`src/rtl/cpm_pkg.sv`:
```
package cpm_pkg;
  localparam logic [7:0] OP_CP    = 8'hAD;
  localparam logic [7:0] OP_WRDI  = 8'h04;
  localparam logic [7:0] OP_RDSR  = 8'h05;
  localparam logic [7:0] OP_RDSEC = 8'h2B;
  localparam logic [7:0] OP_WREN  = 8'h06;
  localparam logic [7:0] OP_RBEN  = 8'h70;
  localparam logic [7:0] OP_RBDIS = 8'h80;

  typedef enum logic {M_IDLE, M_CONT} mode_e;

  function automatic logic [7:0] status_byte(input logic wel, input logic wip);
    return {6'b0, wel, wip};
  endfunction

  function automatic logic [7:0] secure_byte(input logic cp);
    return {3'b0, cp, 4'b0};
  endfunction
endpackage

```
`src/rtl/cpm_spi_rx.sv`:
```
module cpm_spi_rx #(
  parameter int SYNC_W = 2,
  parameter int MAXB   = 6,
  localparam int NBW   = $clog2(MAXB + 2)
) (
  input  logic                 clk,
  input  logic                 rst,
  input  logic                 cs_n,
  input  logic                 sck,
  input  logic                 mosi,
  output logic                 cs_low,
  output logic                 sck_fall,
  output logic                 cs_end,
  output logic                 op_done,
  output logic [7:0]           opcode,
  output logic [MAXB-1:0][7:0] cap,
  output logic [NBW-1:0]       nbytes
);
  localparam logic [NBW-1:0] NB_MAX = NBW'(MAXB + 1);

  logic [SYNC_W-1:0] cs_sy, sck_sy, mo_sy;
  logic cs_s, sck_s, mo_s, cs_q, sck_q;
  logic [6:0] sh;
  logic [2:0] bitc;
  logic cs_fall_det, sck_rise_det, byte_done;

  always_ff @(posedge clk) begin
    if (rst) begin
      cs_sy  <= '1;
      sck_sy <= '0;
      mo_sy  <= '0;
    end else begin
      cs_sy  <= {cs_sy[SYNC_W-2:0], cs_n};
      sck_sy <= {sck_sy[SYNC_W-2:0], sck};
      mo_sy  <= {mo_sy[SYNC_W-2:0], mosi};
    end
  end

  assign cs_s  = cs_sy[SYNC_W-1];
  assign sck_s = sck_sy[SYNC_W-1];
  assign mo_s  = mo_sy[SYNC_W-1];

  assign cs_fall_det  = !cs_s && cs_q;
  assign sck_rise_det = !cs_s && sck_s && !sck_q;
  assign byte_done    = sck_rise_det && (bitc == 3'd7) && !cs_fall_det;

  always_ff @(posedge clk) begin
    if (rst) begin
      cs_q     <= 1'b1;
      sck_q    <= 1'b0;
      cs_low   <= 1'b0;
      sck_fall <= 1'b0;
      cs_end   <= 1'b0;
      op_done  <= 1'b0;
      sh       <= '0;
      bitc     <= '0;
      nbytes   <= '0;
    end else begin
      cs_q     <= cs_s;
      sck_q    <= sck_s;
      cs_low   <= !cs_s;
      sck_fall <= !cs_s && !sck_s && sck_q;
      cs_end   <= cs_s && !cs_q;
      op_done  <= byte_done && (nbytes == '0);
      if (cs_fall_det) begin
        bitc   <= '0;
        nbytes <= '0;
      end else if (sck_rise_det) begin
        sh   <= {sh[5:0], mo_s};
        bitc <= bitc + 3'd1;
        if (byte_done && nbytes != NB_MAX) nbytes <= nbytes + NBW'(1);
      end
    end
  end

  for (genvar g = 0; g < MAXB; g++) begin : g_cap
    always_ff @(posedge clk) begin
      if (rst) cap[g] <= '0;
      else if (byte_done && nbytes == NBW'(g)) cap[g] <= {sh, mo_s};
    end
  end

  assign opcode = cap[0];
endmodule

```
`src/rtl/cpm_busy_timer.sv`:
```
module cpm_busy_timer #(
  parameter int BUSY_CYC = 256,
  localparam int CW = $clog2(BUSY_CYC + 1)
) (
  input  logic clk,
  input  logic rst,
  input  logic start,
  output logic busy
);
  logic [CW-1:0] cnt;

  always_ff @(posedge clk) begin
    if (rst) begin
      cnt  <= '0;
      busy <= 1'b0;
    end else if (start) begin
      cnt  <= CW'(BUSY_CYC);
      busy <= 1'b1;
    end else if (cnt != '0) begin
      cnt <= cnt - CW'(1);
      if (cnt == CW'(1)) busy <= 1'b0;
    end
  end
endmodule

```
`src/rtl/cpm_cmd_fsm.sv`:
```
module cpm_cmd_fsm import cpm_pkg::*; #(
  parameter int ADDR_W = 24,
  parameter int MAXB   = 6,
  localparam int NBW   = $clog2(MAXB + 2)
) (
  input  logic                 clk,
  input  logic                 rst,
  input  logic                 cs_end,
  input  logic [7:0]           opcode,
  input  logic [MAXB-1:0][7:0] cap,
  input  logic [NBW-1:0]       nbytes,
  input  logic                 wip,
  input  logic [ADDR_W-1:0]    prot_base,
  output logic                 wel,
  output logic                 cp,
  output logic                 rb_en,
  output logic                 pgm_valid,
  output logic [ADDR_W-1:0]    pgm_addr,
  output logic [15:0]          pgm_data
);
  localparam logic [NBW-1:0] NB_ENTRY = NBW'(6);
  localparam logic [NBW-1:0] NB_CONT  = NBW'(3);

  mode_e mode, n_mode;
  logic [ADDR_W-1:0] cur, n_cur, tgt;
  logic [23:0] raw_addr;
  logic [15:0] dat;
  logic [ADDR_W:0] odd_ext, nxt_odd;
  logic n_wel, n_rb, go, ok, in_cp, prot_hit, last;

  assign raw_addr = {cap[1], cap[2], cap[3]};
  assign in_cp    = (mode == M_CONT);

  always_comb begin
    if (in_cp) begin
      tgt = cur;
      dat = {cap[1], cap[2]};
      ok  = (nbytes >= NB_CONT);
    end else begin
      tgt = {raw_addr[ADDR_W-1:1], 1'b0};
      dat = {cap[4], cap[5]};
      ok  = wel && (nbytes >= NB_ENTRY);
    end
    odd_ext  = {1'b0, tgt} + (ADDR_W+1)'(1);
    nxt_odd  = {1'b0, tgt} + (ADDR_W+1)'(3);
    prot_hit = (odd_ext >= {1'b0, prot_base});
    last     = nxt_odd[ADDR_W] || (nxt_odd >= {1'b0, prot_base});
  end

  always_comb begin
    n_wel  = wel;
    n_mode = mode;
    n_rb   = rb_en;
    n_cur  = cur;
    go     = 1'b0;
    if (cs_end && !wip && nbytes != '0) begin
      unique case (opcode)
        OP_CP: begin
          if (ok && !prot_hit) begin
            go    = 1'b1;
            n_cur = tgt + ADDR_W'(2);
            if (last) begin
              n_mode = M_IDLE;
              n_wel  = 1'b0;
            end else begin
              n_mode = M_CONT;
            end
          end
        end
        OP_WRDI: begin
          n_wel  = 1'b0;
          n_mode = M_IDLE;
        end
        OP_WREN:  if (!in_cp) n_wel = 1'b1;
        OP_RBEN:  if (!in_cp) n_rb = 1'b1;
        OP_RBDIS: if (!in_cp) n_rb = 1'b0;
        default: ;
      endcase
    end
  end

  always_ff @(posedge clk) begin
    if (rst) begin
      mode      <= M_IDLE;
      wel       <= 1'b0;
      rb_en     <= 1'b0;
      cur       <= '0;
      pgm_valid <= 1'b0;
      pgm_addr  <= '0;
      pgm_data  <= '0;
    end else begin
      mode      <= n_mode;
      wel       <= n_wel;
      rb_en     <= n_rb;
      cur       <= n_cur;
      pgm_valid <= go;
      if (go) begin
        pgm_addr <= tgt;
        pgm_data <= dat;
      end
    end
  end

  assign cp = in_cp;
endmodule

```
`src/rtl/cpm_sdo_drv.sv`:
```
module cpm_sdo_drv import cpm_pkg::*; (
  input  logic       clk,
  input  logic       rst,
  input  logic       cs_low,
  input  logic       sck_fall,
  input  logic       op_done,
  input  logic [7:0] opcode,
  input  logic       wel,
  input  logic       wip,
  input  logic       cp,
  input  logic       rb_en,
  output logic       miso,
  output logic       miso_oe
);
  logic [7:0] sh;
  logic rd_act;

  always_ff @(posedge clk) begin
    if (rst) begin
      miso    <= 1'b0;
      miso_oe <= 1'b0;
      rd_act  <= 1'b0;
      sh      <= '0;
    end else if (!cs_low) begin
      miso    <= 1'b0;
      miso_oe <= 1'b0;
      rd_act  <= 1'b0;
    end else if (cp && rb_en) begin
      miso_oe <= 1'b1;
      miso    <= !wip;
    end else if (op_done) begin
      rd_act <= (opcode == OP_RDSR) || (opcode == OP_RDSEC);
      sh     <= (opcode == OP_RDSR) ? status_byte(wel, wip) : secure_byte(cp);
    end else if (rd_act && sck_fall) begin
      miso_oe <= 1'b1;
      miso    <= sh[7];
      sh      <= {sh[6:0], sh[7]};
    end
  end
endmodule

```
`src/rtl/cpm_ctrl.sv`:
```
module cpm_ctrl import cpm_pkg::*; #(
  parameter int ADDR_W   = 24,
  parameter int BUSY_CYC = 256,
  parameter int SYNC_W   = 2
) (
  input  logic              clk,
  input  logic              rst,
  input  logic              spi_cs_n,
  input  logic              spi_sck,
  input  logic              spi_mosi,
  output logic              spi_miso,
  output logic              spi_miso_oe,
  input  logic [ADDR_W-1:0] prot_base,
  output logic              pgm_valid,
  output logic [ADDR_W-1:0] pgm_addr,
  output logic [15:0]       pgm_data,
  output logic              st_wel,
  output logic              st_wip,
  output logic              st_cp,
  output logic              st_rb_en
);
  localparam int MAXB = 6;
  localparam int NBW  = $clog2(MAXB + 2);

  logic cs_low, sck_fall, cs_end, op_done;
  logic [7:0] opcode;
  logic [MAXB-1:0][7:0] cap;
  logic [NBW-1:0] nbytes;

  cpm_spi_rx #(.SYNC_W(SYNC_W), .MAXB(MAXB)) u_rx (
    .clk(clk), .rst(rst), .cs_n(spi_cs_n), .sck(spi_sck), .mosi(spi_mosi),
    .cs_low(cs_low), .sck_fall(sck_fall), .cs_end(cs_end), .op_done(op_done),
    .opcode(opcode), .cap(cap), .nbytes(nbytes)
  );

  cpm_cmd_fsm #(.ADDR_W(ADDR_W), .MAXB(MAXB)) u_fsm (
    .clk(clk), .rst(rst), .cs_end(cs_end), .opcode(opcode), .cap(cap),
    .nbytes(nbytes), .wip(st_wip), .prot_base(prot_base), .wel(st_wel),
    .cp(st_cp), .rb_en(st_rb_en), .pgm_valid(pgm_valid), .pgm_addr(pgm_addr),
    .pgm_data(pgm_data)
  );

  cpm_busy_timer #(.BUSY_CYC(BUSY_CYC)) u_busy (
    .clk(clk), .rst(rst), .start(pgm_valid), .busy(st_wip)
  );

  cpm_sdo_drv u_sdo (
    .clk(clk), .rst(rst), .cs_low(cs_low), .sck_fall(sck_fall),
    .op_done(op_done), .opcode(opcode), .wel(st_wel), .wip(st_wip),
    .cp(st_cp), .rb_en(st_rb_en), .miso(spi_miso), .miso_oe(spi_miso_oe)
  );
endmodule

```
`config.mk`:
```
export PLATFORM = sky130hd
export DESIGN_NAME = cpm_ctrl
export DESIGN_NICKNAME = d
export VERILOG_FILES = /design/src/rtl/cpm_pkg.sv /design/src/rtl/cpm_spi_rx.sv /design/src/rtl/cpm_busy_timer.sv /design/src/rtl/cpm_cmd_fsm.sv /design/src/rtl/cpm_sdo_drv.sv /design/src/rtl/cpm_ctrl.sv
export SDC_FILE = /design/constraint.sdc
export NUM_CORES = 1
export LEC_CHECK = 0
export ABC_AREA = 1
export BUFFER_PORTS_ARGS = -buffer_cell sky130_fd_sc_hd__clkbuf_2
export CAP_MARGIN = 20
export CORE_AREA = 8 8 127 129
export CTS_CLUSTER_DIAMETER = 50
export DETAILED_ROUTE_END_ITERATION = 16
export DIE_AREA = 0 0 135 137
export PLACE_DENSITY = 0.81
export SETUP_SLACK_MARGIN = 0.2
export SKIP_LAST_GASP = 1
export SYNTH_ARGS = -nofsm -noshare
export SYNTH_HDL_FRONTEND = slang
export SYNTH_SLANG_ARGS = --single-unit
```
`constraint.sdc`:
```
create_clock -name clk -period 11.3 [get_ports clk]
set_clock_uncertainty 0.2 [all_clocks]
set_input_delay 0.565 -clock clk [delete_from_list [all_inputs] [get_ports clk]]
set_output_delay 0.565 -clock clk [all_outputs]
set_load 0.1 [all_outputs]
```
* Yosys cells after proc, flatten, opt, wreduce, memory -nomap -nowiden *
Index checks and enable logic that the tools add are counted.

storage, ports and cells
  flip-flop bits (word level) = 162
  bits in latches = 0
  bits in writable memories = 0
  bits in read-only memories = 0
  input port bits = 29
  output and inout port bits = 47
  word-level logic and storage cells = 148
  memories = 0

cells by class
  add/subtract/negate cells = 6
  multipliers = 0
  div/mod/pow operators = 0
  order comparisons = 4
  equal/unequal tests = 21
  shift-type cells = 0
  multiplexer cells = 29
  bitwise logic cells = 3
  reductions and logical operators = 53

operators by type and width
  operator                                                                count
  25-bit by 24-bit greater-or-equal comparator with 1-bit output          2
  24-bit by 1-bit adder with 25-bit output (second input constant)        1
  24-bit by 2-bit adder with 25-bit output (second input constant)        1
  24-bit by 2-bit adder with 24-bit output (second input constant)        1
  8-bit by 3-bit equality test with 1-bit output (second input constant)  3
  24-bit 2-to-1 mux                                                       1
  1-bit logical AND                                                       21
  1-bit 2-to-1 mux                                                        19
  9-bit 2-to-1 mux                                                        2
  8-bit equality test (second input constant)                             2
  16-bit 2-to-1 mux                                                       1
  8-bit 2-to-1 mux                                                        2
  2-bit nonzero test                                                      6
  2-bit AND reduction                                                     5
  3-bit equality test (second input constant)                             3
  9-bit by 1-bit equality test with 1-bit output (second input constant)  1
  3-bit AND reduction                                                     3
  9-bit nonzero test                                                      1
  9-bit by 1-bit subtractor with 9-bit output (second input constant)     1
  8-bit by 6-bit equality test with 1-bit output (second input constant)  1
  8-bit by 7-bit equality test with 1-bit output (second input constant)  1
  1-bit zero test                                                         7
  3-bit by 1-bit adder with 3-bit output (second input constant)          2
  3-bit by 2-bit equality test with 1-bit output (second input constant)  2
  16 further kinds                                                        27

* Longest topological paths before layout *
Gate-level depths: netlist of the first run.

  word-level depth = 8
  depth in mapped cells = 29
  depth with buffers taken out = 28

* By module *
Synthesis of the first run repeated with hierarchy kept, for this count alone.

second synthesis, totals
  cell total of the unflattened synthesis = 1574
  area total of the unflattened synthesis = 10184.8 sq um

modules (own cells, without submodules)
  module          instances  cells each  area each (sq um)  seq. area each (sq um)
  cpm_cmd_fsm     1          995         5934.4             1361.3
  cpm_spi_rx      1          396         3044.2             1461.4
  cpm_sdo_drv     1          109         665.6              220.2
  cpm_busy_timer  1          74          540.5              200.2

* Worst setup path before layout of the first run *
Ideal clock, no wire load.

  path type = register -> register
  start = register u_fsm.mode (netlist: u_fsm.cp)
  end = register u_fsm.cur[9]
  setup time = 118 ps
  arrival = 4207 ps
  required time = 10982 ps
  setup slack = 6775 ps
  cell stages (with the launch flop) = 28
  path buffers = 3
  period minus slack after synthesis = 4525 ps
  path through = dfxtp_1 -> buf_2 -> buf_2 -> o21ai_0 -> inv_1 -> ha_1 -> inv_1 -> nor2_1 -> inv_1 -> nor2_1 -> nand2_1 -> xor2_1 -> ha_1 -> nand2_1 -> inv_1 -> o21ai_0 -> nand2_1 -> nor2_1 -> nand2_1 -> nand2_1 -> nand2_1 -> nand2_1 -> nand2_2 -> nor2_2 -> nand2_4 -> buf_4 -> nor3_1 -> nor2_1

on the way
  word-level cells in the longest chain between the ends = 6

ends and longest elaborated chain
  item                                                            RTL line           RTL
  from (decl)                                                     cpm_cmd_fsm.sv:24  mode_e mode, n_mode;
  from (signal assigned)                                          cpm_cmd_fsm.sv:92  mode <= n_mode;
  24-bit 2-to-1 mux *                                             cpm_cmd_fsm.sv:35  if (in_cp) begin
  named net u_fsm.tgt[1]                                          cpm_cmd_fsm.sv:25  logic [ADDR_W-1:0] cur, n_cur, tgt;
  24-bit by 1-bit adder with 25-bit output                        cpm_cmd_fsm.sv:44  odd_ext = {1'b0, tgt} + (ADDR_W+1)'(1);
  25-bit by 24-bit greater-or-equal comparator with 1-bit output  cpm_cmd_fsm.sv:46  prot_hit = (odd_ext >= {1'b0, prot_base});
  1-bit zero test                                                 cpm_cmd_fsm.sv:59  if (ok && !prot_hit) begin
  1-bit logical AND                                               cpm_cmd_fsm.sv:59
  3-bit AND reduction (no line)                                   -
  to (signal assigned)                                            cpm_cmd_fsm.sv:95  cur <= n_cur;
  to (decl)                                                       cpm_cmd_fsm.sv:25

Mark *: on every way through the listed nets, which the timed path passes. The rest lies on a longest branch.
A chain may end at the register's enable or synchronous reset.

* Final worst setup path of the first run *
  start = register u_fsm.mode (netlist: u_fsm.cp)
  end = register u_fsm.pgm_addr[16]

on the way
  word-level cells in the longest chain between the ends = 8

ends and longest elaborated chain
  item                                                            RTL line           RTL
  24-bit 2-to-1 mux                                               cpm_cmd_fsm.sv:35
  named net u_fsm.tgt[1]                                          cpm_cmd_fsm.sv:25
  24-bit by 1-bit adder with 25-bit output                        cpm_cmd_fsm.sv:44
  25-bit by 24-bit greater-or-equal comparator with 1-bit output  cpm_cmd_fsm.sv:46
  1-bit zero test                                                 cpm_cmd_fsm.sv:59
  1-bit logical AND                                               cpm_cmd_fsm.sv:59
  1-bit 2-to-1 mux                                                cpm_cmd_fsm.sv:59
  1-bit 2-to-1 mux                                                cpm_cmd_fsm.sv:57  unique case (opcode)
  1-bit 2-to-1 mux                                                cpm_cmd_fsm.sv:56  if (cs_end && !wip && nbytes != '0) begin
  to (signal assigned)                                            cpm_cmd_fsm.sv:98  pgm_addr <= tgt;
  to (decl)                                                       cpm_cmd_fsm.sv:18  output logic [ADDR_W-1:0] pgm_addr,

The timed path passes the listed nets, and every way through them passes these cells.

==> results of run 1 <==
-- routing by layer --
metal  routed length (um)  GRT usage
met2                10500      0.416
met1                10900      0.356
met4                  429     0.0796
met3                 1900     0.0536
met5                    0          0
-- Yosys cell counts --
cell | instances | area, um^2
sky130_fd_sc_hd__nand2_1 | 311 | 1170
sky130_fd_sc_hd__inv_1 | 191 | 717
sky130_fd_sc_hd__dfxtp_1 | 160 | 3200
sky130_fd_sc_hd__a21oi_1 | 155 | 776
sky130_fd_sc_hd__nor2_1 | 125 | 469
sky130_fd_sc_hd__o21ai_0 | 97 | 485
sky130_fd_sc_hd__ha_1 | 62 | 776
sky130_fd_sc_hd__xor2_1 | 59 | 517
sky130_fd_sc_hd__nand3_1 | 40 | 200
sky130_fd_sc_hd__clkbuf_1 | 22 | 82.6
sky130_fd_sc_hd__nor3_1 | 20 | 100
sky130_fd_sc_hd__buf_2 | 13 | 65.1
sky130_fd_sc_hd__buf_4 | 8 | 60.1
sky130_fd_sc_hd__nand4_1 | 7 | 43.8
sky130_fd_sc_hd__nor4_1 | 5 | 31.3
sky130_fd_sc_hd__a211oi_1 | 4 | 30.0
sky130_fd_sc_hd__nand2_2 | 4 | 25.0
sky130_fd_sc_hd__or2_2 | 4 | 25.0
sky130_fd_sc_hd__nor2_2 | 3 | 18.8
sky130_fd_sc_hd__o21ai_2 | 3 | 26.3
sky130_fd_sc_hd__o211ai_1 | 2 | 15.0
sky130_fd_sc_hd__o21a_1 | 2 | 15.0
sky130_fd_sc_hd__xnor2_1 | 2 | 17.5
sky130_fd_sc_hd__a2111oi_0 | 1 | 8.76
sky130_fd_sc_hd__a21o_1 | 1 | 7.51
sky130_fd_sc_hd__a31oi_1 | 1 | 6.26
sky130_fd_sc_hd__and3_1 | 1 | 6.26
sky130_fd_sc_hd__buf_1 | 1 | 3.75
sky130_fd_sc_hd__clkinv_1 | 1 | 3.75
sky130_fd_sc_hd__inv_2 | 1 | 3.75
sky130_fd_sc_hd__nand2_4 | 1 | 11.3
sky130_fd_sc_hd__nand3b_1 | 1 | 7.51
sky130_fd_sc_hd__nor3_4 | 1 | 16.3
sky130_fd_sc_hd__nor3b_1 | 1 | 7.51
sky130_fd_sc_hd__o21ai_1 | 1 | 5.00
sky130_fd_sc_hd__o21bai_1 | 1 | 7.51
sky130_fd_sc_hd__o22ai_1 | 1 | 6.26
-- kinds of logic (layout without fill, tap and decap cells) --
kind of cell / Yosys count / after routing / share of synthesized area
adders and majority gates: 62 / 62 / 0.0865
xor gates and xnor gates: 61 / 61 / 0.0596
AOI/OAI and AO/OA: 269 / 269 / 0.155
buffers and inverters: 237 / 305 / 0.104
and+or+nand+nor: 524 / 524 / 0.237
DFF: 160 / 160 / 0.357
-- through the flow --
| stage | worst slack [ps] | total power, W |
|---|---|---|
| floorplan | 6770 | 0.000691 |
| global placement | 6000 | 0.000713 |
| detailed placement | 5900 | 0.000717 |
| CTS | 5850 | 0.00132 |
| global route | 5140 | 0.00136 |
| finish | 5700 | 0.00131 |
-- area by class of cell --
type,count,area [um^2]
clock buffer,19,443
clock inverter,12,184
fill,1242,4170
inverter,193,724
multi-input combinational,916,4830
sequential,160,3200
tap,184,230
timing repair buffer,81,420
-- registers in the layout, indices dropped and copies added, names as in the netlist, 2 cells and up --
name	count
u_sdo.sh	8
u_rx.sh	7
u_fsm.pgm_addr	23
u_rx.nbytes	3
u_fsm.pgm_data	16
u_rx.cs_sy	2
u_busy.cnt	9
u_rx.bitc	3
u_rx.mo_sy	2
u_rx.cap	39
u_rx.sck_sy	2
u_rx.opcode	8
u_fsm.cur	24
-- power breakdown --
group	internal [W]	total [W]	switching, W
clock	0.000376	0.000606	0.000231
combinational	0.0000418	0.000116	0.0000746
sequential	0.000580	0.000591	0.0000108
-- worst paths after layout --
kind,startpoint,to,slack (ps),cells past startpoint
worst max-delay path,u_fsm.cp,u_fsm.pgm_addr[16],5700,28
worst min-delay path,spi_cs_n,u_rx.cs_sy[0],120,2
worst max register to register,u_fsm.cp,u_fsm.pgm_addr[16],5700,28
worst min register to register,u_rx.mo_sy[0],u_rx.mo_sy[1],210,2
-- worst max-delay path, delay by kind of cell (launching register included) --
kind	cells	cell delay, ps
AO/OA/AOI/OAI	4	680
XOR/XNOR	1	160
adder cells (fa/ha/maj)	2	460
buffers and inverters	8	1920
flip-flops	1	310
AND/OR/NAND/NOR	13	1720
==> run summary, run 1 <==
Leakage power of the design: 4.67 nW. The largest individual stage delay along the critical path comes from the cell sky130_fd_sc_hd__buf_4. The time the final worst path needs with I/O delays and setup was 5600 ps; the highest net fanout along the worst path was 59.

The tools report the number of buffers between clock root and the deepest sink as 2. For this run, the number of Yosys warnings is 0. The tools report the hold-fix buffer count after cts as 0. The run gives 1565 as the number of standard cells in the final layout excluding fillers.

Post-synthesis to final-layout area growth: 11.9%. The type of the tightest min-delay check is primary input to flip-flop. The average wire per standard cell was 15.2 um. The die is 137 um tall.

The tools report the via count of the first global-routing pass as 8095. In this design, the stage delay of the slowest critical-path cell is 500 ps. The run gives 6 as the number of iterations in the first detailed-routing pass. The run finished with clean final reports. After detailed routing, the number of remaining DRC violations is 0.

After detailed placement, the total cell area comes to 9410 um^2. The number of buffers added for setup after CTS is 0. Post-route core utilization: 0.706.

After detailed routing, the total wire length is 23.7 mm. The final route contains 8512 vias. The logs give 1534 for the cell count after placement and 0 for the count of final setup violators.

STA classifies the critical path endpoint as a flip-flop. In this run the cell area of the synthesized design comes to 8970 um^2. TritonCTS built the clock tree. Setup repair after global routing left no endpoint under its margin. The number of nets handed over by synthesis was 1404. The logs give 37 for the unique cell type count in the Yosys netlist and 4 for the count of H-tree levels built during CTS. Across all hold checks on the routed design, the worst slack comes to 119 ps. The run gives 0.129 mV as the maximum vdd drop. The headroom to the max-slew limit was 0.410; the overall global routing resource usage was 0.264. Derived from the worst setup path, the maximum achievable clock frequency is 178 MHz. Across the run, the number of max-cap violations was 0. For the max-slew violation count, the log shows 0.

Detailed placement finished with a half-perimeter wire length of 17.7 mm. The clock net in this run drives a total of 160 sinks. The slew at the pin with the worst max-slew slack was 882 ps.

For the worst-skew pair, the clock arrives at the later sink with an insertion delay of 430 ps. Dividing total power by cell area gives a power density of 131 nW/um^2. Share of the clock period used by the worst path: 0.496. From left edge to right edge, the die measures 135 um. After global routing the overflow that remains totals 0. After routing the design area is 10000 um^2. Leaving out fill and tap cells, the most frequent cell in the layout is sky130_fd_sc_hd__nand2_1.

The remaining number of nets flagged by the antenna check after routing was 0. For the number of primary I/O pins, the log shows 76. The worst setup path is of the flip-flop to flip-flop kind. The starting utilization of the core area was 0.631; the data arrival time of the worst path was 5750 ps. The logs give 0 for the number of antenna violations at the first check in global routing and 17 for the TritonCTS buffer count. In the final design database the tool counted 1460 nets. In the layout the commonest cells are sky130_fd_sc_hd__nand2_1, sky130_fd_sc_hd__inv_1, sky130_fd_sc_hd__dfxtp_1.

The placement row count came out at 44. Input and output buffers added on the ports amount to 75. Clock tree root buffer cell: sky130_fd_sc_hd__clkbuf_16. The fraction of final layout cells sized beyond drive strength 1 is 0.0934.

The via count normalized by instance count was 5.44; the global placement routability congestion was 1.00. In this run the standard cell core region covers 14200 um^2. In this run, synthesis produced a sequential element count of 160. The first routing iteration left 881 violations. The floorplan step defined a die boundary enclosing 18500 um^2. The setup TNS was 0 ps. The kind of start point of the critical path is a flip-flop. The run gives 1313 as the gate count of the mapped netlist. Data on the critical path is required at its endpoint by 11450 ps. Entering global routing, the biggest net connects 80 pins. The sequential-to-total area share from yosys stat is 0.357, and the global-route wire length before repair is 39.5 mm. The cell that appears most often on the critical path is sky130_fd_sc_hd__nand2_1.

The number of antenna diodes in the final layout is 0. Gates resized during post-CTS repair numbered 0. After clock tree synthesis, the clock-pin slew on the worst setup and hold paths is 60 ps. The number of hold violations in the final report is 0, and the mean instance size in the synthesized netlist is 6.83 um^2.
Note: power is estimated with default switching activity, not from simulation.
==> run 2, diff against run 1 <==
Settings changed: ABC_AREA 1 to 0, CORE_AREA 8 8 127 129 to 8 8 137 139, DIE_AREA 0 0 135 137 to 0 0 145 147, PLACE_DENSITY 0.81 to 0.73.
Clock period 11.3 ns to 4.8 ns, I/O delays scaled along.
==> run 2 against run 1 <==
Compared with the run above:
- first-iteration DRC count fell by 15%
- combinational power rose by 100%
- wire length rose by 3.0%
- critical path depth fell by 10
- sequential power rose by 140%
- power rose by 130%
- setup slack got worse by 5300 ps
- maximum frequency rose by 28%
- via count fell by 5.6%
- synthesized area fell by 0.36%
- clock power rose by 140%
- critical path type unchanged
- critical endpoint is now u_fsm.pgm_addr[7]
- largest power group unchanged
- highest routed layer is now met5
==> run summary, run 2 <==
Count of final setup violators: 0 (unchanged). The type of the tightest min-delay check was flip-flop to flip-flop. The remaining global-route overflow was 0 (unchanged); the vertical extent of the die was 147 um (+7.3%).

The total net switching power was 0.000694 W (+120%); the mean instance size in the synthesized netlist was 8.25 um^2 (+21%). The register clock-pin slew on the reported worst setup and hold paths was 60 ps (about the same). The commonest non-fill, non-tap cell in the layout is sky130_fd_sc_hd__dfxtp_1.

The kind of cell adding the most delay to the critical path was simple AND/OR/NAND/NOR gates. The logs give 0 (unchanged) for the number of remaining DRC errors and 0 (unchanged) for the max-capacitance violation count. The flip-flop count of the largest register, all copies and words added works out to 39 (unchanged). The flow ran to the end, and the final reports show no timing, DRC or antenna violations. The logic depth of the worst setup path including buffers is 18 (-36%), and the TritonCTS buffer count is 17 (unchanged). Footprint of the multi-input gates: 5390 um^2 (+12%). Sequential-to-total area share from yosys stat: 0.358 (+0.00130).

The cell count after placement came out at 1368 (-11%). The worst reg-to-reg setup slack was 420 ps (-5280 ps). The top-area cell type share of the netlist area is 0.358 (+0.00130). The number of flops mapped to enable cells by yosys is 0 (unchanged).

sky130_fd_sc_hd__dfxtp_1 takes more of the synthesized area than any other cell. The leakage power of the design came out at 4.18 nW (-10%). The run gives 4 (unchanged) as the count of H-tree levels built during CTS. The length in cells of the worst reg-to-reg path is 18 (-36%), and the post-synthesis to final-layout area growth is 18.2%. The global-route wire length before repair came out at 37.7 mm (-4.4%).

On the critical path, the stage with the largest delay is an instance of sky130_fd_sc_hd__or3b_1. The run gives 5 (-1) as the number of iterations in the first detailed-routing pass. Data arrival time of the worst path: 4510 ps (-1240 ps).

STA classifies the critical path startpoint as a flip-flop. In this design, the critical path's most frequently occurring cell is sky130_fd_sc_hd__nor2_1. The register bit count reported by yosys came out at 160 (unchanged). The worst setup path is captured at a flip-flop. The logs give 160 (unchanged) for the number of sinks on the clock net and 0.449 (about the same) for the proportion of power drawn by flip-flops and latches. The average wire per standard cell works out to 17.3 um (+14%).

Footprint of the flip-flops and latches: 3210 um^2 (about the same). The tools report the hold path endpoint as u_rx.cs_sy[1]. The number of buffers between clock root and the deepest sink came out at 2 (unchanged).

The startpoint identified for the worst register-to-register timing path is u_fsm.cp. The number of port buffers works out to 75 (unchanged). The instance count along the most critical hold path was 1 (-1); the share of flip-flops with an asynchronous set or reset after synthesis was 0 (unchanged).

The remaining number of nets flagged by the antenna check after routing was 0 (unchanged). The share of the clock period used by the worst path is 0.913 (+0.417), and the part of the power in the clock network is 0.475 (+0.014). The number of diodes added for antenna fixing was 0 (unchanged); the number of nets in the synthesized netlist was 1174 (-16%). The total of fill cells in the finished design was 1455 (+17%); the maximum vdd drop was 0.286 mV (+120%). The timing-limited maximum frequency was 228 MHz (+28%). The worst setup path is of the flip-flop to flip-flop kind. After synthesis, the cell types taking the most area are sky130_fd_sc_hd__dfxtp_1, sky130_fd_sc_hd__ha_1, sky130_fd_sc_hd__mux2i_1. The clock tree root buffer cell was sky130_fd_sc_hd__clkbuf_16. The tools report the starting DRC count in detailed routing as 748 (-15%). For the total number of vias, the log shows 8038 (-5.6%). The horizontal die dimension was 145 um (+7.4%); the overall global routing resource usage was 0.217 (-0.0464).

The area of the die is 21300 um^2 (+15%). The commonest cells after synthesis are sky130_fd_sc_hd__dfxtp_1, sky130_fd_sc_hd__nor2_1, sky130_fd_sc_hd__nand2_1, sky130_fd_sc_hd__a21oi_1, sky130_fd_sc_hd__ha_1. The switching power share of the total was 0.225 (-0.0157); the starting utilization of the core area was 0.533 (-0.0981).

Counting flops per register, the top entry is u_rx.cap. The placeable core region is 16800 um^2 (+18%). The number of primary I/O pins was 76 (unchanged). The unique cell type count in the Yosys netlist was 61 (+65%). Worst hold slack across all endpoints: 207 ps (+88.5 ps). In the post-synthesis netlist, the cell with the most instances is sky130_fd_sc_hd__dfxtp_1. For the final net count, the log shows 1263 (-13%). Walking the worst path, the cells encountered are buf_16 -> and3_1 -> o22ai_1 -> a221oi_1 -> nand4_1 -> nor2_1 -> xnor2_1 -> ha_1 -> a21oi_1 -> nor2_1 -> a211oi_1 -> o211ai_1 -> or3b_1 -> nor2_4 -> buf_12 -> buf_12 -> nor2_1 -> a211oi_1. The start point of the worst min-delay path is u_rx.cs_sy[0].

The headroom to the max-slew limit came out at 0.382 (-0.0271). Number of antenna violations at the first check in global routing: 1 (+1). The global placement routability congestion is 0.978 (-2.2%). The fraction of final layout cells sized beyond drive strength 1 was 0.159 (+0.0661). Setup repair after global routing left no endpoint under its margin.

The most used flip-flop cell after synthesis is sky130_fd_sc_hd__dfxtp_1. The relative contribution of combinational cells to total power was 0.076 (-0.013); the largest stage delay on the critical path was 470 ps (-30 ps). Via count normalized by instance count: 5.70 (+4.8%).

The post-route core utilization was 0.630 (-0.0763); the slew at the pin with the worst max-slew slack was 926 ps (+44.0 ps). For the required arrival time at the worst endpoint, the log shows 4930 ps (-6520 ps). The top cell types in the final layout, fill and taps aside, are sky130_fd_sc_hd__dfxtp_1, sky130_fd_sc_hd__nor2_1, sky130_fd_sc_hd__nand2_1. The run gives 17.7 mm (about the same) as the placed wire-length estimate after detailed placement.

The placement row count was 48 (+9.1%); the max-slew violation count was 0 (unchanged). The largest registers in the layout are u_rx.cap: 39 flops, u_fsm.cur: 24 flops, u_fsm.pgm_addr: 23 flops. The tools report the final wirelength as 24.4 mm (+3.0%). The highest net fanout along the worst path was 36 (-39%). The endpoint identified for the worst register-to-register timing path is u_fsm.pgm_addr[7]. The run gives 0.00239 W (+140%) as the cell-internal power. The sum of buffers and inverters on the critical path came out at 3 (-5).

The time the final worst path needs with I/O delays and setup is 4380 ps (-1220 ps). The logs give 8930 um^2 (-0.36%) for the post-synth design cell area and 92 (+15%) for the maximum number of pins on one net before global-route repair. The power density relative to cell area works out to 292 nW/um^2 (+120%). The via count of the first global-routing pass was 7351 (-9.2%); the gate count of the mapped netlist was 1083 (-18%).

TritonCTS built the clock tree. The clock latency on the worst-skew pair was 430 ps (about the same); the total of warnings raised by yosys was 0 (unchanged). The number of hold violations in the final report was 0 (unchanged). The number of standard cells in the final layout excluding fillers was 1410 (-9.9%).
[run 2: cell count changes after synthesis, moves of 29 or more]
cell,change
sky130_fd_sc_hd__a211oi_1,+42
sky130_fd_sc_hd__a21oi_1,-65
sky130_fd_sc_hd__inv_1,-151
sky130_fd_sc_hd__mux2i_1,+53
sky130_fd_sc_hd__nand2_1,-182
sky130_fd_sc_hd__o21ai_0,-78
sky130_fd_sc_hd__xnor2_1,+35
sky130_fd_sc_hd__xor2_1,-29
[run 2: logic make-up after synthesis]
logic type | Yosys count | share of synthesized area
adders and majority gates | 62 | 0.0868
xor gates and xnor gates | 67 | 0.0657
DFF | 160 | 0.358
muxes | 61 | 0.0706
AOI/OAI and AO/OA | 202 | 0.140
and+or+nand+nor | 433 | 0.229
buffers and inverters | 98 | 0.0499
[run 2: final cells by class]
class                   count  share of cell area
clock buffers              24              0.0466
clock inverters             8              0.0142
inverters                  40              0.0142
multi-input cells         825               0.510
flip-flops and latches    160               0.304
well taps                 225              0.0267
repair buffers            128              0.0841
[run 2: how the worst max path moves through the flow]
stage | startpoint | end
2_1_floorplan | u_fsm.cp | u_fsm.cur[3]
3_3_place_gp | u_fsm.cp | u_fsm.pgm_addr[7]
3_5_place_dp | u_fsm.cp | u_fsm.cp
4_1_cts | u_fsm.cp | u_fsm.cp
5_1_grt | u_fsm.cp | u_fsm.cp
6_report | u_fsm.cp | u_fsm.pgm_addr[7]
[run 2: per-layer routing]
| layer | GRT usage | vias up | part of all wire |
|---|---|---|---|
| li1 | - | 3957 | - |
| met1 | 0.274 | 3756 | 0.45 |
| met2 | 0.348 | 258 | 0.46 |
| met3 | 0.0412 | 65 | 0.054 |
| met4 | 0.113 | 2 | 0.039 |
| met5 | 0 | - | 0.00053 |
[run 2: repair_timing]
| item | in CTS | in global routing |
|---|---|---|
| hold buffers | 3 | 0 |
| endpoints found under the hold margin | 3 | 0 |
| setup endpoints to repair | 0 | 61 |
| setup buffers | 0 | 5 |
| gates resized for setup | 0 | 9 |
[run 2: per-stage QoR]
step / total power (W) / worst slack, ps / TNS [ps] / instance area (um^2)
finish: 0.00309 / 418 / 0 / 10600
global route: 0.00320 / 213 / 0 / 10600
CTS: 0.00311 / 284 / 0 / 10400
global placement: 0.00164 / 369 / 0 / 9750
detailed placement: 0.00165 / 307 / 0 / 9750
floorplan: 0.00160 / -42.0 / -631 / 9050
[run 2: power by group through the flow]
| stage | sequential [W] | combinational (W) | clock (W) |
|---|---|---|---|
| after detailed placement | 0.00142 | 0.000233 | 0 |
| after floorplan | 0.00141 | 0.000184 | 0 |
| after global routing | 0.00139 | 0.000267 | 0.00154 |
| final | 0.00139 | 0.000234 | 0.00147 |
| after global placement | 0.00141 | 0.000229 | 0 |
| after CTS | 0.00139 | 0.000237 | 0.00149 |
==> run 3, diff against run 2 <==
Settings changed: RECOVER_POWER set to 25.
==> run 3 against run 2 <==
Compared with the run above:
- the run now ends with capacitance limit, slew limit left
- clock power hardly changed
- final area decreased by 0.46%
- maximum frequency fell by 1.5%
==> run summary, run 3 (same netlist as run 2, synthesis figures left out) <==
For the max-slew violation count, the log shows 91 (+91). The number of diodes added for antenna fixing is 0 (unchanged), and the time the final worst path needs with I/O delays and setup is 4450 ps (+66.0 ps). STA classifies the critical path endpoint as a flip-flop. The run gives 0.217 (unchanged) as the overall global routing resource usage.

The worst reg-to-reg setup slack is 350 ps (-70 ps), and the footprint of the multi-input gates is 5390 um^2 (unchanged). The critical path in this run is classified as flip-flop to flip-flop. The flip-flop count of the largest register, all copies and words added was 39 (unchanged); the fraction of final layout cells sized beyond drive strength 1 was 0.128 (-0.0312).

The tools report the total number of vias as 8058 (+0.25%). For the number of primary I/O pins, the log shows 76 (unchanged). The power density relative to cell area came out at 294 nW/um^2 (+0.60%). In the layout the commonest cells are sky130_fd_sc_hd__dfxtp_1, sky130_fd_sc_hd__nor2_1, sky130_fd_sc_hd__nand2_1. The largest registers in the layout are u_rx.cap: 39 flops, u_fsm.cur: 24 flops, u_fsm.pgm_addr: 23 flops. Setup repair after global routing left no endpoint under its margin. Vertical extent of the die: 147 um (unchanged). The final net count was 1263 (unchanged); the post-synthesis to final-layout area growth was 17.6%. The min-delay analysis places its worst path in the category flip-flop to flip-flop. The via count normalized by instance count was 5.71 (+0.25%). The kind of start point of the critical path is a flip-flop. The final reports fail on capacitance limit, slew limit. The total of fill cells in the finished design came out at 1474 (+1.3%). The largest stage delay on the critical path is 470 ps (about the same), and the slew at the pin with the worst max-slew slack is 3850 ps (+2920 ps). The starting DRC count in detailed routing was 678 (-9.4%).

The share of the clock period used by the worst path was 0.927 (+0.0138); the number of antenna violations at the first check in global routing was 1 (unchanged). Leaving out fill and tap cells, the most frequent cell in the layout is sky130_fd_sc_hd__dfxtp_1. The placeable core region is 16800 um^2 (unchanged), and the highest net fanout along the worst path is 25 (-31%). For the remaining global-route overflow, the log shows 0 (unchanged). The global placement routability congestion came out at 0.978 (unchanged). The number of iterations in the first detailed-routing pass is 5 (unchanged). The run gives 207 ps (+0.0250 ps) as the worst hold slack across all endpoints. The remaining number of nets flagged by the antenna check after routing was 0 (unchanged).

The horizontal die dimension is 145 um (unchanged). TritonCTS built the clock tree. For the count of final setup violators, the log shows 0 (unchanged). The highest-delay cell along the critical path was sky130_fd_sc_hd__or3b_1.

Average wire per standard cell: 17.3 um (about the same). CTS placed an instance of sky130_fd_sc_hd__clkbuf_16 at the clock tree root. More flip-flops sit in one register than any other, and that register is u_rx.cap. The number of port buffers is 75 (unchanged), and the area of the die is 21300 um^2 (unchanged).

For the headroom to the max-slew limit, the log shows -1.57 (-1.95). The run gives 0.627 (-0.00291) as the post-route core utilization. The tools report the via count of the first global-routing pass as 7351 (unchanged). Starting utilization of the core area: 0.533 (unchanged).

The placement row count came out at 48 (unchanged). The count of H-tree levels built during CTS is 4 (unchanged). The run gives 3210 um^2 (unchanged) as the footprint of the flip-flops and latches. The timing-limited maximum frequency is 225 MHz (-1.5%).

The logs give 0 (unchanged) for the number of hold violations in the final report and 0.287 mV (+0.18%) for the maximum vdd drop. Leakage power of the design: 4.05 nW (-3.1%). The run gives 17 (unchanged) as the TritonCTS buffer count. The signal on the critical path passes through buf_4 -> clkbuf_16 -> nand4b_1 -> a21oi_1 -> nor3b_1 -> and3_1 -> nand2_1 -> xor2_1 -> ha_1 -> a21o_1 -> a211oi_2 -> o211ai_1 -> or3b_1 -> nor2_4 -> buf_4 -> nand2_1 -> nor3b_1. Global-route wire length before repair: 37.7 mm (unchanged). The tools report the placed wire-length estimate after detailed placement as 17.7 mm (unchanged). Kind of cell adding the most delay to the critical path: simple AND/OR/NAND/NOR gates. The number of sinks on the clock net was 160 (unchanged); the data arrival time of the worst path was 4400 ps (-110 ps). The max-capacitance violation count was 1 (+1); the sum of buffers and inverters on the critical path was 3 (unchanged). The clock latency on the worst-skew pair was 430 ps (about the same); the register clock-pin slew on the reported worst setup and hold paths was 70 ps (about the same). The maximum number of pins on one net before global-route repair is 92 (unchanged), and the number of remaining DRC errors is 0 (unchanged).

For the required arrival time at the worst endpoint, the log shows 4760 ps (-170 ps). The run finished, with violations left. The final wirelength was 24.4 mm (about the same); the number of buffers between clock root and the deepest sink was 2 (unchanged).
run 3: cell types whose count changed in the layout (fill, tap and decap cells not counted), sizes merged:
cell and change:
buf -1, clkbuf +1
run 3: per-stage QoR:
| step | total power (W) | setup WS, ps | area (um^2) | cells | setup TNS, ps |
|---|---|---|---|---|---|
| 2_1_floorplan | 0.00160 | -42.0 | 9050 | 1083 | -631 |
| 3_3_place_gp | 0.00164 | 369 | 9750 | 1368 | 0 |
| 3_5_place_dp | 0.00165 | 307 | 9750 | 1368 | 0 |
| 4_1_cts | 0.00311 | 284 | 10400 | 1403 | 0 |
| 5_1_grt | 0.00320 | 118 | 10500 | 1410 | 0 |
| 6_report | 0.00309 | 352 | 10500 | 1410 | 0 |
run 3: path summary, 6_finish.rpt:
path / start / depth (start not counted) / end
max: u_fsm.cp / 17 / u_fsm.pgm_addr[1]
min: u_rx.cs_sy[0] / 1 / u_rx.cs_sy[1]
max reg2reg: u_fsm.cp / 17 / u_fsm.pgm_addr[1]
min reg2reg: u_rx.cs_sy[0] / 1 / u_rx.cs_sy[1]
run 3: power by group:
group | total (W) | switching [W] | internal, W
Combinational | 0.000235 | 0.000129 | 0.000106
Sequential | 0.00139 | 0.0000280 | 0.00136
Clock | 0.00147 | 0.000540 | 0.000929
run 3: timing repair:
action / in CTS / in global routing
hold buffers: 3 / 0
gates resized for setup: 0 / 9
setup endpoints to repair: 0 / 61
setup buffers: 0 / 5
hold endpoints to repair: 3 / 0
run 3: worst register-to-register path, stage by stage, from the launching register on:
cell	delay, ps
sky130_fd_sc_hd__dfxtp_4	400
sky130_fd_sc_hd__buf_4	160
sky130_fd_sc_hd__clkbuf_16	200
sky130_fd_sc_hd__nand4b_1	210
sky130_fd_sc_hd__a21oi_1	200
sky130_fd_sc_hd__nor3b_1	270
sky130_fd_sc_hd__and3_1	270
sky130_fd_sc_hd__nand2_1	100
sky130_fd_sc_hd__xor2_1	160
sky130_fd_sc_hd__ha_1	300
sky130_fd_sc_hd__a21o_1	200
sky130_fd_sc_hd__a211oi_2	180
sky130_fd_sc_hd__o211ai_1	130
sky130_fd_sc_hd__or3b_1	470
sky130_fd_sc_hd__nor2_4	190
sky130_fd_sc_hd__buf_4	290
sky130_fd_sc_hd__nand2_1	110
sky130_fd_sc_hd__nor3b_1	140
run 3: final cells by class:
type,instances,area share
Multi-Input combinational cell,825,0.513
Inverter,40,0.0143
Timing Repair Buffer,128,0.0799
Clock inverter,8,0.0143
Tap cell,225,0.0268
Sequential cell,160,0.305
Clock buffer,24,0.0468
run 3: routing by layer:
layer / vias to the layer above / GRT usage / part of all wire
li1: 3955 / - / -
met1: 3738 / 0.274 / 0.44
met2: 298 / 0.348 / 0.46
met3: 65 / 0.0412 / 0.062
met4: 2 / 0.113 / 0.036
met5: - / 0 / 0.00053
